--- src/rtl/xbar_pkg.sv ---
package xbar_pkg;

    localparam int XB_PORTS = 32;
    localparam int XB_SEL_W = $clog2(XB_PORTS);

    typedef struct packed {
        logic                en;
        logic [XB_SEL_W-1:0] sel;
    } route_t;

    typedef enum logic {
        RM_BCAST = 1'b0,
        RM_OFF   = 1'b1
    } rmode_e;

    localparam route_t ROUTE_IDLE  = '{en: 1'b0, sel: '0};
    localparam route_t ROUTE_BCAST = '{en: 1'b1, sel: '0};

    function automatic logic route_pick(input logic [XB_PORTS-1:0] lanes,
                                        input route_t r);
        return r.en & lanes[r.sel];
    endfunction

endpackage

--- src/rtl/xbar_addr_dec.sv ---
module xbar_addr_dec #(
    parameter int N = 32,
    localparam int W = $clog2(N)
) (
    input  logic         en,
    input  logic [W-1:0] addr,
    output logic [N-1:0] hot
);
    for (genvar i = 0; i < N; i++) begin : g_dec
        assign hot[i] = en && (addr == W'(i));
    end
endmodule

--- src/rtl/xbar_shadow_bank.sv ---
module xbar_shadow_bank
    import xbar_pkg::*;
(
    input  logic                  clk,
    input  logic                  rst,
    input  logic [XB_PORTS-1:0]   wr_hot,
    input  route_t                wr_entry,
    input  logic                  set_bcast,
    input  logic                  set_off,
    output route_t [XB_PORTS-1:0] shadow_q
);
    for (genvar i = 0; i < XB_PORTS; i++) begin : g_ent
        always_ff @(posedge clk) begin
            if (rst)
                shadow_q[i] <= ROUTE_IDLE;
            else if (set_bcast)
                shadow_q[i] <= ROUTE_BCAST;
            else if (set_off)
                shadow_q[i].en <= 1'b0;
            else if (wr_hot[i])
                shadow_q[i] <= wr_entry;
        end


        shadow_write_chk: assert property (@(posedge clk) disable iff (rst)
            (wr_hot[i] && !set_bcast && !set_off) |=> shadow_q[i] == $past(wr_entry));


        shadow_hold_chk: assert property (@(posedge clk) disable iff (rst)
            (!wr_hot[i] && !set_bcast && !set_off) |=> $stable(shadow_q[i]));
    end
endmodule

--- src/rtl/xbar_live_bank.sv ---
module xbar_live_bank
    import xbar_pkg::*;
(
    input  logic                  clk,
    input  logic                  rst,
    input  logic                  commit,
    input  logic                  set_bcast,
    input  logic                  set_off,
    input  route_t [XB_PORTS-1:0] shadow_i,
    output route_t [XB_PORTS-1:0] live_q
);
    for (genvar i = 0; i < XB_PORTS; i++) begin : g_ent
        always_ff @(posedge clk) begin
            if (rst)
                live_q[i] <= ROUTE_IDLE;
            else if (set_bcast)
                live_q[i] <= ROUTE_BCAST;
            else if (set_off)
                live_q[i].en <= 1'b0;
            else if (commit)
                live_q[i] <= shadow_i[i];
        end
    end


    commit_copy_chk: assert property (@(posedge clk) disable iff (rst)
        commit |=> live_q == $past(shadow_i));


    live_hold_chk: assert property (@(posedge clk) disable iff (rst)
        (!commit && !set_bcast && !set_off) |=> $stable(live_q));
endmodule

--- src/rtl/xbar_out_sel.sv ---
module xbar_out_sel
    import xbar_pkg::*;
(
    input  logic [XB_PORTS-1:0]   lanes,
    input  route_t [XB_PORTS-1:0] live_i,
    output logic [XB_PORTS-1:0]   dout,
    output logic [XB_PORTS-1:0]   doe
);
    for (genvar o = 0; o < XB_PORTS; o++) begin : g_out
        assign dout[o] = route_pick(lanes, live_i[o]);
        assign doe[o]  = live_i[o].en;
    end
endmodule

--- src/rtl/dbx_crossbar.sv ---
module dbx_crossbar
    import xbar_pkg::*;
(
    input  logic                clk,
    input  logic                rst,
    input  logic [XB_PORTS-1:0] sw_din,
    input  logic                ld_stb,
    input  logic                cfg_stb,
    input  logic [XB_SEL_W-1:0] ld_out_addr,
    input  logic [XB_SEL_W-1:0] ld_in_addr,
    input  logic                ld_en,
    input  logic                rst_mode,
    output logic [XB_PORTS-1:0] sw_dout,
    output logic [XB_PORTS-1:0] sw_doe
);
    rmode_e                mode;
    logic                  mode_pulse, do_bcast, do_off, do_load, do_commit;
    logic [XB_PORTS-1:0]   wr_hot;
    route_t                wr_entry;
    route_t [XB_PORTS-1:0] shadow_map;
    route_t [XB_PORTS-1:0] live_map;

    assign mode       = rmode_e'(rst_mode);
    assign mode_pulse = ld_stb & cfg_stb;
    assign do_bcast   = mode_pulse & (mode == RM_BCAST);
    assign do_off     = mode_pulse & (mode == RM_OFF);
    assign do_load    = ld_stb & ~cfg_stb;
    assign do_commit  = cfg_stb & ~ld_stb;
    assign wr_entry   = '{en: ld_en, sel: ld_in_addr};

    xbar_addr_dec #(.N(XB_PORTS)) u_dec (
        .en   (do_load),
        .addr (ld_out_addr),
        .hot  (wr_hot)
    );

    xbar_shadow_bank u_shadow (
        .clk       (clk),
        .rst       (rst),
        .wr_hot    (wr_hot),
        .wr_entry  (wr_entry),
        .set_bcast (do_bcast),
        .set_off   (do_off),
        .shadow_q  (shadow_map)
    );

    xbar_live_bank u_live (
        .clk       (clk),
        .rst       (rst),
        .commit    (do_commit),
        .set_bcast (do_bcast),
        .set_off   (do_off),
        .shadow_i  (shadow_map),
        .live_q    (live_map)
    );

    xbar_out_sel u_sel (
        .lanes  (sw_din),
        .live_i (live_map),
        .dout   (sw_dout),
        .doe    (sw_doe)
    );


    reset_idle_chk: assert property (@(posedge clk) disable iff (rst)
        $past(rst) |-> (sw_doe == '0 && sw_dout == '0));


    off_quiet_chk: assert property (@(posedge clk) disable iff (rst)
        (sw_dout & ~sw_doe) == '0);


    bcast_enable_chk: assert property (@(posedge clk) disable iff (rst)
        (ld_stb && cfg_stb && rst_mode == 1'b0) |=> sw_doe == '1);


    off_all_chk: assert property (@(posedge clk) disable iff (rst)
        (ld_stb && cfg_stb && rst_mode == 1'b1) |=> sw_doe == '0);


    load_no_live_chk: assert property (@(posedge clk) disable iff (rst)
        (ld_stb && !cfg_stb) |=> $stable(sw_doe));
endmodule

--- config.mk ---
export PLATFORM = sky130hd
export DESIGN_NAME = dbx_crossbar
export DESIGN_NICKNAME = d
export VERILOG_FILES = /design/src/rtl/xbar_pkg.sv /design/src/rtl/xbar_addr_dec.sv /design/src/rtl/xbar_shadow_bank.sv /design/src/rtl/xbar_live_bank.sv /design/src/rtl/xbar_out_sel.sv /design/src/rtl/dbx_crossbar.sv
export SDC_FILE = /design/constraint.sdc
export NUM_CORES = 1
export LEC_CHECK = 0
export CORE_MARGIN = 2
export CORE_UTILIZATION = 49
export DETAILED_ROUTE_END_ITERATION = 6
export PLACE_DENSITY_LB_ADDON = 0.2
export SYNTH_ARGS = -nofsm -noshare
export SYNTH_HDL_FRONTEND = slang
export SYNTH_SLANG_ARGS = --single-unit
--- constraint.sdc ---
create_clock -name clk -period 1.6 [get_ports clk]
set_input_delay 0.16 -clock clk [delete_from_list [all_inputs] [get_ports clk]]
set_output_delay 0.16 -clock clk [all_outputs]
set_load 0.03 [all_outputs]
# Yosys cells after proc, flatten, opt, wreduce, memory -nomap -nowiden
# Cells that the tools add are included.
# Widths: inputs -> output; s select.
[word_totals]
ff_bits = 384
out_inout_bits = 64
in_bits = 48
elab_cells = 652
[classes]
eq_ne = 31
n_lt_le_gt_ge = 32
n_reduce_logical = 100
bitwise = 41
mux = 320
[op_table]
columns = ["operator", "n"]
rows = [
  ["$mux 6", 128],
  ["$mux 5", 64],
  ["$lt 5x6->1 const B", 32],
  ["$bmux 1 s5", 32],
  ["$reduce_bool 3->1", 33],
  ["$mux 1", 96],
  ["$eq 5x5->1 const B", 16],
  ["$reduce_and 2->1", 33],
  ["$eq 5x4->1 const B", 8],
  ["$and 1x1->1", 37],
  ["$logic_and 1x1->1", 32],
  ["$eq 5x3->1 const B", 4],
  ["$eq 5x2->1 const B", 2],
  ["$eq 5x1->1 const B", 1],
  ["$logic_not 5->1", 1],
  ["$not 1->1", 4],
  ["$reduce_or 2->1", 1],
]

# Longest topological paths before layout
# Gate-level depths: netlist of the first run.
[depth]
ltp_word = 6
ltp_mapped = 8

# Hierarchy
# From an unflattened synthesis of the first run, not the netlist that was laid out.
[hier_totals]
hier_cells = 2416
hier_area_um2 = 24413.4
[by_module_without_submodules]
columns = ["mod", "n_inst", "seq_area_each_um2", "cells_per_inst", "area_per_inst_um2"]
rows = [
  ["xbar_out_sel", 1, 0.0, 872, 10064.7],
  ["xbar_shadow_bank", 1, 3843.7, 688, 7255.7],
  ["xbar_live_bank", 1, 3843.7, 805, 6826.5],
  ["xbar_addr_dec", 1, 0.0, 47, 234.0],
  ["dbx_crossbar", 1, 0.0, 4, 32.5],
]

# Least setup slack after synthesis of the first run
# Ideal clock, no wire load.
[synth_timing]
path_type = "register to output"
start = "register u_live.live_q[80] (netlist name)"
end = "output port sw_dout[13]"
setup_slack_ps = -458
path_stages_with_launch = 6
n_path_buf = 1
t_arrival_ps = 1898
cell_sequence = "dfxtp_1 clkbuf_1 mux4_2 o22ai_1 o221a_2 a311oi_1"
[synth_between]
elab_chain_cells = 3
[synth_rtl]
columns = ["element", "line_no", "rtl"]
rows = [
  ["start: declaration", "xbar_live_bank.sv:10", "output route_t [XB_PORTS-1:0] live_q"],
  ["start signal: indexed assignment", "xbar_live_bank.sv:21", "live_q[i] <= shadow_i[i];"],
  ["$bmux 1 s5", "xbar_pkg.sv:21", "return r.en & lanes[r.sel];"],
  ["$mux 1 (implied by the code)", "xbar_pkg.sv:21", ""],
  ["$and 1x1->1", "xbar_pkg.sv:21", ""],
  ["end: declaration", "dbx_crossbar.sv:13", "output logic [XB_PORTS-1:0] sw_dout,"],
]
# Every way passes these cells. The select of a mux whose other input is x is not followed.

# Worst setup path after layout of the first run
[layout_timing]
start = "register u_live.live_q[85] (netlist name)"
end = "output port sw_dout[14]"
# Same word-level chain as after synthesis.

==> results of run 1 <==
[flip-flops by register name, summed over array words and instances, names as in the netlist]
signal             count
u_shadow.shadow_q    192
u_live.live_q        192
[worst min-delay path: cells and delay by family]
kind	cells	cell delay [ns]
and+or+nand+nor	1	0.11
AOI/OAI and AO/OA	1	0.06
buffers and inverters	2	0.29
[worst max path at each step]
stage	start	endpoint	slack [ns]
after floorplan	u_live.live_q[0]	sw_dout[0]	-0.16
after global placement	sw_din[4]	sw_dout[4]	-0.75
after detailed placement	sw_din[4]	sw_dout[8]	-0.79
after CTS	u_live.live_q[36]	sw_dout[6]	-0.89
after global routing	u_live.live_q[36]	sw_dout[6]	-0.89
final	u_live.live_q[85]	sw_dout[14]	-0.88
[layer usage]
metal	up-vias	share of wire [%]	wire length [um]
met2	1294	45	38500
li1	9358	-	-
met1	10500	38	32500
met4	0	5.3	4510
met3	348	12	10200
met5	-	0	0
[final cells by class]
class / instances / area, um2 / area share, %
Clock buffer: 61 / 1320 / 4.12
Clock inverter: 19 / 285 / 0.893
Timing Repair Buffer: 569 / 6140 / 19.2
Sequential cell: 384 / 7880 / 24.7
Tap cell: 615 / 769 / 2.41
Multi-Input combinational cell: 1675 / 15500 / 48.4
Inverter: 28 / 105 / 0.329
[what timing repair did]
action                                  in CTS  in global routing
gates cloned                                 0                  0
endpoints found under the setup margin      64                 39
hold buffers                                 0                  0
pin swaps                                   32                 17
resized for setup                          213                 53
setup buffers                               20                  4
[power by group]
group / leakage [nW] / total (W) / internal (W) / switching (W)
clock network: 0.787 / 0.0112 / 0.00687 / 0.00431
logic: 7.22 / 0.00373 / 0.00163 / 0.00209
registers: 3.15 / 0.00971 / 0.00960 / 0.000113
[synthesized netlist by cell type, drive strengths merged (15+ instances only)]
| master | count |
|---|---|
| dfxtp | 384 |
| o21ai | 29 |
| mux4 | 224 |
| o31ai | 19 |
| o221a | 16 |
| buf | 174 |
| mux2 | 80 |
| nor2 | 159 |
| a21oi | 198 |
| mux2i | 220 |
| nand3 | 46 |
| nand2b | 64 |
| nand2 | 382 |
| a31oi | 41 |
| clkbuf | 176 |
| inv | 28 |
| nand3b | 22 |
| o211ai | 43 |
| a311oi | 27 |
| o22ai | 21 |
| nand4 | 15 |
[cell usage in the layout (no fill, tap or decap), types with 21 or more instances in the layout]
cell type and count:
nand3_1 46, a31oi_1 41, mux2i_1 218, nand2_1 374, buf_12 127, mux2_2 65
clkbuf_16 45, nor2_1 158, dfxtp_2 33, nand2b_1 62, inv_1 28, clkdlybuf4s50_1 39
buf_4 331, dfxtp_1 311, a21oi_1 198, mux4_2 224, o211ai_1 43, nand3b_1 21
buf_6 31, a311oi_4 27, dfxtp_4 40
[metrics by stage]
stage / instance area, um2 / worst slack (ns) / total power (W)
final: 32000 / -0.878 / 0.0246
after CTS: 31800 / -0.885 / 0.0246
after floorplan: 25000 / -0.164 / 0.0119
after detailed placement: 29600 / -0.792 / 0.0136
after global routing: 32000 / -0.894 / 0.0252
after global placement: 29600 / -0.752 / 0.0135
[kinds of logic (layout without fill, tap and decap cells)]
group | after synthesis | after routing
buffers and inverters | 378 | 677
and+or+nand+nor | 737 | 737
DFF | 384 | 384
muxes | 524 | 524
AOI/OAI and AO/OA | 414 | 414
==> impl_results.md, run 1 <==
- Detailed Routing Iterations Pass 1: 5
- Hold Path End: u_shadow.shadow_q[73]
- CTS tree: built
- Syn_nets: approximately 2500
- Worst hold path startpoint: ld_in_addr[1]
- DR vias: 21500
- RSZ-0062 raised after global routing: yes
- Endpoint of the worst register-to-register path: u_live.live_q[133]
- Critical path endpoint category: output port
- Final Cycle Share: 155%
- Crit path max-delay family: compound AO/OA/AOI/OAI gates
- Crit. path cell count: 6
- Synth top area cells: dfxtp_1 32%, mux4_2 21%, mux2i_1 9.2%
- GRT met2 Usage: 52.4%
- GRT Total Usage: between 30% and 40%
- Fin crit period: 2.48 ns
- CP Cell Sequence: buf_4 > mux4_2 > o22ai_1 > o221a_2 > a311oi_4 > buf_12
- Synth cell types: 46
- Gp weighted congestion: 0.906
- Leakage Power: 11.2 nW
- CP bufs+invs: 2
- Vias in the first global route: 21200
- Synth Warn #: 0
- Run status: complete, but fails checks
- Met1 GRT Util: between 40 and 50%
- Sequential area share after synthesis: 32.2%
- ANT cells: 0
- Final net count: between 2000 and 3000
- Drt total wl: about 86000 um
- Synth Area in Adders: 0%
- Synth Area in XOR/XNOR: 0%
- FP Rows: 80
- Crit Path Class: reg -> out
- Final Non-Filler Cells: 3351
- Compound-Gate Fraction of Synth Area: 11.3%
- Die area: 50500 um2
- Largest net degree at the start of global routing: 65
- Core Box Area: 47900 um2
- Peak supply drop: about 0.00068 V
- Global-route track usage on met3: 8.95%
- Worst relative slew slack: 48.7%
- Starting Density: 49.8%
- Most used routing layer: met2
- Worst Path Required: between 1 and 1.5 ns
- CTS sink cnt: 384
- Worst-Skew Late Latency: 0.59 ns
- Num CTS Buffers: 44
- Largest family of logic cells by synthesized area: multiplexers
- R2R depth: 5
- Worst hold slack: about 0.10 ns
- Cells after DPL: about 3200
- Crit path max fanout: 4
- Die Wd: 225 um
- Peak per-stage delay on the critical path: 0.38 ns
- Startpoint Class: flip-flop
- Hold WC Path Type: in -> reg
- Synth Area in Simple Gates: 14.6%
- Setup Total Neg Slack: -25.34 ns
- Root buffer cell: clkbuf_16
- EDFF count, synth: 0
- Worst Skew: 0.0218 ns
- Fraction of layout cells with a size suffix above 1: 40.9%
- Fraction of registers with async set/reset: 0%
- Endpoints failing setup: 33
- First-pass GRT wire length: 127000 um
- # fillers: 3553
- Area growth, synth to finish: 33.9%
- CTS max path bufs: 3
- Fraction of synthesized area in multiplexers: 34.2%
- Vias/cell: 6.41
- Grt ovf: 0
- Critical Path AT: 2.32 ns
- Post-Synthesis Cells: 2437
- DRC viols: 0
- FF-to-FF Start: u_live.live_q[133]
- Worst-Margin Slew: ~0.77 ns
- Final Hold Vio Count: 0
- Clock slew at reported path FFs: 0.06 ns
- Pins Over Slew Limit: 0
- Final HPWL DP: 55100 um
- Violated checks: negative setup slack
- Final core occ: approximately two thirds
- Initial antenna violation count: 3
- Slowest CP cell: a311oi_4
- Fmax: 404 MHz
- Synth Flop Type: dfxtp_1
- Pwr Density: 771 nW/um2
- Hold Crit Depth: 4
- Starting DRT DRC Count: 2197
- # port buffers: 111
- Maxcap violations: 0
- Post-DR wirelength/cell: 25.6 um
- Setup ws final: -0.878 ns
- Area leader, netlist: dfxtp_1
- Synth Area per Inst: roughly 9.8 um2
- Mapped Area: 23900 um2
- DIE HEIGHT: 225 um
- Flop-to-flop setup slack: 0.62 ns
- H-tree level count: 2
- ANT nets after route: 0
- Ports: 112
- Synth top area share: roughly a third
- Number of synthesized register bits: roughly 380
No activity file was read; power rests on OpenSTA's default activity.
==> inputs of run 2 (changes only) <==
Settings changed: CORE_UTILIZATION 49 to 28.
==> run 2 against run 1 <==
Effect of this change: the flow still finishes with violations (negative setup slack); worst hold slack better by 0.012 ns; clock skew grew 0.0017 ns; setup slack got worse by 0.0065 ns; first-iteration DRC count down 17%; largest cell class unchanged; largest power group unchanged.
==> impl_results.md, run 2 (synthesis results as in run 1) <==
- FP Rows: 107 (+34%)
- Met2 routed WL: 43800 um (+14%)
- Setup Total Neg Slack: -26.05 ns (-0.711 ns)
- Pins Over Slew Limit: 0 (unchanged)
- Fin crit period: 2.48 ns (+0.00655 ns)
- Endpoint of the worst register-to-register path: u_live.live_q[12]
- Run status: complete, but fails checks
- Pwr Density: 742 nW/um2 (-3.7%)
- CTS tree: built
- RSZ-0062 raised after global routing: yes
- Grt ovf: 0 (unchanged)
- Detailed Routing Iterations Pass 1: 6 (+1)
- Post-placement worst setup slack: -0.793 ns (-0.00143 ns)
- Worst relative slew slack: 48.7% (about the same)
- GRT Total Usage: 21.5% (-12 points)
- Flop-to-flop setup slack: 0.65 ns (+0.03 ns)
- Maxcap violations: 0 (unchanged)
- # fillers: 8219 (+130%)
- Final Hold Vio Count: 0 (unchanged)
- Worst-Skew Late Latency: 0.59 ns (about the same)
- Gp weighted congestion: 0.854 (-5.7%)
- Largest net degree at the start of global routing: 75 (+15%)
- ANT nets after route: 0 (unchanged)
- Core Box Area: 84700 um2 (+77%)
- Violated checks: negative setup slack
- Max layer used: met5
- Hold Path End: u_shadow.shadow_q[27]
- Critical Path AT: 2.32 ns (about the same)
- Critical path endpoint category: output port
- DIE HEIGHT: 296 um (+32%)
- Crit Path Class: reg -> out
- Die Wd: 296 um (+32%)
- Metal-1 WL: 41000 um (+26%)
- Final Cycle Share: 155% (+0.41 points)
- Crit path max fanout: 4 (unchanged)
- Drt total wl: 94800 um (+11%)
- DR WL met3: 7320 um (-28%)
- Fraction of layout cells with a size suffix above 1: 41.7% (+0.72 points)
- Commonest non-fill, non-tap cell in the layout: nand2_1
- Starting DRT DRC Count: 1825 (-17%)
- Hold WC Path Type: in -> reg
- # port buffers: 111 (unchanged)
- Worst Skew: 0.0235 ns (+0.00174 ns)
- Most frequent cells in the layout: 379 x nand2_1, 337 x buf_4, 303 x dfxtp_1
- Fmax: 403 MHz (-0.26%)
- Hold Crit Depth: 3 (-1)
- R2R depth: 3 (-2)
- Vias/cell: 5.43 (-15%)
- H-tree level count: 2 (unchanged)
- Endpoints failing setup: 32 (-3.0%)
- Vias in the first global route: 21100 (-0.33%)
- Area growth, synth to finish: 38.6%
- Clock slew at reported path FFs: 0.06 ns (about the same)
- Final HPWL DP: 63600 um (+15%)
- DR vias: 21200 (-1.3%)
- Num CTS Buffers: 45 (+2.3%)
- Final net count: 2771 (+0.76%)
- Peak supply drop: 0.000512 V (-25%)
- Worst Path Required: 1.44 ns (about the same)
- Top Registers: u_live.live_q (192), u_shadow.shadow_q (192)
- Overall power: 0.0245 W (-0.30%)
- DRC viols: 0 (unchanged)
- Initial antenna violation count: 3 (unchanged)
- FF-to-FF Start: u_live.live_q[12]
- Ports: 112 (unchanged)
- CTS sink cnt: 384 (unchanged)
- First-pass GRT wire length: 140000 um (+9.9%)
- Leakage Power: 11.3 nW (+1.5%)
- Worst hold path startpoint: ld_in_addr[3]
- Root buffer cell: clkbuf_16
- Post-DR wirelength/cell: 24.3 um (-5.0%)
- Worst-Margin Slew: 0.769 ns (-0.000560 ns)
- Startpoint Class: flip-flop
- Die area: 87600 um2 (+73%)
- Post-CTS Hold Fix Bufs: 0 (unchanged)
- Starting Density: 28.2% (-22 points)
- CTS max path bufs: 3 (unchanged)
- Setup ws final: -0.884 ns (-0.00655 ns)
run 2: changes by cell type in the layout (fill, tap and decap cells not counted), moves of 6 or more:
| cell | delta |
|---|---|
| clkbuf_1 | +6 |
| dlygate4sd2_1 | -7 |
| buf_12 | +30 |
| clkbuf_8 | -7 |
| buf_6 | -12 |
| dfxtp_2 | +13 |
| dfxtp_1 | -8 |
| buf_4 | +6 |
run 2: timing repair:
action / 4_1_cts / 5_1_grt
endpoints found under the setup margin: 59 / 39
setup buffers: 8 / 4
pin swaps: 36 / 26
resized for setup: 225 / 39
run 2: critical path, stage by stage (launching register included):
cell and delay, ns:
dfxtp_4 0.37, mux4_2 0.50, mux2_4 0.31, o31ai_4 0.21, a311oi_4 0.08, buf_6 0.15
buf_12 0.13
run 2: layer usage:
layer / global-route usage (%) / up-vias
met1: 29.1 / 10600
met5: 0 / -
met3: 4.05 / 197
met4: 6.39 / 2
met2: 34.7 / 931
li1: - / 9404
run 2: metrics by stage:
| step | instances | area [um2] | util, % | hold slack, ns |
|---|---|---|---|---|
| after floorplan | 2437 | 25000 | - | 0.307 |
| after global placement | 3809 | 30900 | 36.5 | 0.434 |
| after detailed placement | 3809 | 30900 | 36.5 | 0.439 |
| after CTS | 3898 | 33000 | 38.9 | 0.0850 |
| after global routing | 3902 | 33100 | 39.0 | 0.103 |
| final | 3903 | 33100 | 39.0 | 0.113 |
run 2: worst max-delay path by stage:
| stage | startpoint | end | cells past startpoint |
|---|---|---|---|
| 2_1_floorplan | u_live.live_q[0] | sw_dout[0] | 4 |
| 3_3_place_gp | sw_din[4] | sw_dout[4] | 7 |
| 3_5_place_dp | sw_din[6] | sw_dout[2] | 8 |
| 4_1_cts | u_live.live_q[121] | sw_dout[20] | 6 |
| 5_1_grt | u_live.live_q[121] | sw_dout[20] | 7 |
| 6_report | u_live.live_q[121] | sw_dout[20] | 6 |
run 2: layout make-up:
type                            instances  area, um2  area share (%)
Antenna cell                            1       2.50         0.00756
Clock buffer                           62       1290            3.91
Clock inverter                         20        255           0.772
Inverter                               28        105           0.318
Multi-Input combinational cell       1675      15500            46.9
Sequential cell                       384       7880            23.8
Tap cell                             1144       1430            4.33
Timing Repair Buffer                  589       6620            20.0
run 2: report_power, final:
part	leakage, nW	switching (W)	internal (W)	total (W)
logic	7.42	0.00216	0.00177	0.00394
registers	3.15	0.000129	0.00961	0.00974
clock network	0.753	0.00439	0.00648	0.0109
total	11.3	0.00668	0.0179	0.0245
==> inputs of run 3 (changes only) <==
Settings changed: SKIP_LAST_GASP from default to 1.
==> run 3 against run 2 <==
Effect of this change: the flow still finishes with violations (negative setup slack); clock power hardly changed; clock skew is 0.0032 ns lower; die area unchanged; fmax rose by 0.15%; critical path type unchanged; critical endpoint unchanged.
==> impl_results.md, run 3 (synthesis results as in run 1) <==
- Die area: 87600 um2 (unchanged)
- Crit path launch: u_live.live_q[121]
- Drt total wl: 94800 um (about the same)
- Initial antenna violation count: 2 (-1)
- DR vias: 21100 (-0.55%)
- Worst-Margin Slew: 0.773 ns (+0.00431 ns)
- Vias in the first global route: 21100 (-0.033%)
- R2R depth: 3 (unchanged)
- ANT cells: 0 (-1)
- Endpoints failing setup: 32 (unchanged)
- H-tree level count: 2 (unchanged)
- Hold Crit Depth: 3 (unchanged)
- CTS tree: built
- ANT nets after route: 0 (unchanged)
- Hold WC Path Type: in -> reg
- Cells after DPL: 3809 (unchanged)
- Fraction of layout cells with a size suffix above 1: 41.5% (-0.20 points)
- CTS sink cnt: 384 (unchanged)
- Root buffer cell: clkbuf_16
- Core Box Area: 84700 um2 (unchanged)
- Pins Over Slew Limit: 0 (unchanged)
- Setup ws final: -0.880 ns (+0.00368 ns)
- Leakage Power: 11.3 nW (-0.26%)
- Final net count: 2770 (-0.036%)
- Startpoint Class: flip-flop
- # port buffers: 111 (unchanged)
- Final Cycle Share: 155% (-0.23 points)
- Clock slew at reported path FFs: 0.06 ns (about the same)
- Crit path max fanout: 4 (unchanged)
- FP Rows: 107 (unchanged)
- RSZ-0062 raised after global routing: yes
- FF-to-FF Start: u_live.live_q[12]
- Die Wd: 296 um (unchanged)
- DIE HEIGHT: 296 um (unchanged)
- Endpoint of the worst register-to-register path: u_live.live_q[12]
- Peak supply drop: 0.000507 V (-1.0%)
- Ports: 112 (unchanged)
- Post-placement worst setup slack: -0.793 ns (unchanged)
- Num CTS Buffers: 45 (unchanged)
- CTS max path bufs: 3 (unchanged)
- Vias/cell: 5.40 (-0.50%)
- # fillers: 8225 (+0.073%)
- First-pass GRT wire length: 140000 um (about the same)
- Worst Path Required: 1.44 ns (about the same)
- Maxcap violations: 0 (unchanged)
- Fin crit period: 2.48 ns (-0.00368 ns)
- Grt ovf: 0 (unchanged)
- Commonest non-fill, non-tap cell in the layout: nand2_1
- Critical path endpoint: sw_dout[20]
- Crit Path Class: reg -> out
- Post-CTS Hold Fix Bufs: 0 (unchanged)
- Worst hold path startpoint: ld_in_addr[3]
- Final Non-Filler Cells: 3901 (-0.051%)
- Critical path endpoint category: output port
- Top Registers: u_live.live_q (192), u_shadow.shadow_q (192)
- Flop-to-flop setup slack: 0.66 ns (about the same)
- GRT Total Usage: 21.5% (about the same)
- Run status: complete, but fails checks
- Detailed Routing Iterations Pass 1: 6 (unchanged)
- Worst relative slew slack: 48.4% (-0.29 points)
- Critical Path AT: 2.32 ns (about the same)
- Pwr Density: 744 nW/um2 (+0.24%)
- Gp weighted congestion: 0.854 (unchanged)
- Final Hold Vio Count: 0 (unchanged)
- Starting DRT DRC Count: 1905 (+4.4%)
- Worst-Skew Late Latency: 0.59 ns (about the same)
- Worst Skew: 0.0203 ns (-0.00323 ns)
- DRC viols: 0 (unchanged)
- Final HPWL DP: 63600 um (unchanged)
- Worst hold slack: 0.113 ns (-0.000281 ns)
- Area growth, synth to finish: 38.4%
- Overall power: 0.0246 W (about the same)
- Largest net degree at the start of global routing: 75 (unchanged)
- Violated checks: negative setup slack
- Starting Density: 28.2% (unchanged)
- Post-DR wirelength/cell: 24.3 um (about the same)
- Fmax: 403 MHz (+0.15%)
- Most frequent cells in the layout: 380 x nand2_1, 337 x buf_4, 305 x dfxtp_1
## run 3: cell types whose count changed in the layout (fill, tap and decap cells not counted), sizes merged
cell and delta:
buf -1, diode -1
## run 3: where the power goes
part	internal, W	switching [W]
Clock	0.00648	0.00440
Combinational	0.00177	0.00216
Sequential	0.00961	0.000131
Total	0.0179	0.00670
## run 3: metal layers
| metal | global-route usage (%) | vias to the layer above | share of wire, % | wire length [um] |
|---|---|---|---|---|
| li1 | - | 9407 | - | - |
| met2 | 34.7 | 827 | 46 | 43400 |
| met1 | 29.0 | 10600 | 43 | 41000 |
| met3 | 4.15 | 195 | 7.8 | 7430 |
| met4 | 6.36 | 2 | 3.1 | 2940 |
| met5 | 0 | - | 0.014 | 13 |
## run 3: worst max-delay path, cell delays in order, from the launching register on
cell and delay (ns):
dfxtp_4 0.37, mux4_2 0.50, mux2_4 0.31, o31ai_4 0.21, a311oi_4 0.08, buf_6 0.15, buf_12 0.13
## run 3: worst min path at each step
stage                                  endpoint  slack, ns
after global routing      u_shadow.shadow_q[27]       0.10
final                     u_shadow.shadow_q[27]       0.11
after detailed placement      u_live.live_q[66]       0.44
after CTS                 u_shadow.shadow_q[27]       0.08
after floorplan           u_shadow.shadow_q[72]       0.31
after global placement       u_live.live_q[172]       0.43
## run 3: layout make-up
| class | count | area [um2] | area share (%) |
|---|---|---|---|
| clock buffer | 62 | 1290 | 3.91 |
| multi-input combinational | 1675 | 15500 | 46.8 |
| sequential | 384 | 7870 | 23.8 |
| inverter | 28 | 105 | 0.318 |
| clock inverter | 20 | 255 | 0.773 |
| tap | 1144 | 1430 | 4.33 |
| timing repair buffer | 588 | 6600 | 20.0 |
## run 3: what timing repair did
action	CTS	global route
endpoints found under the setup margin	59	39
gates resized for setup	213	36
pin swaps	36	21
setup buffers	8	3
cloned	0	0
## run 3: per-stage QoR
stage	area [um2]	setup TNS, ns	util [%]
3_3_place_gp	30900	-67.80	36.5
6_report	33000	-26.11	39.0
5_1_grt	33000	-28.35	39.0
4_1_cts	32900	-27.62	38.8
2_1_floorplan	25000	-2.72	-
3_5_place_dp	30900	-71.43	36.5
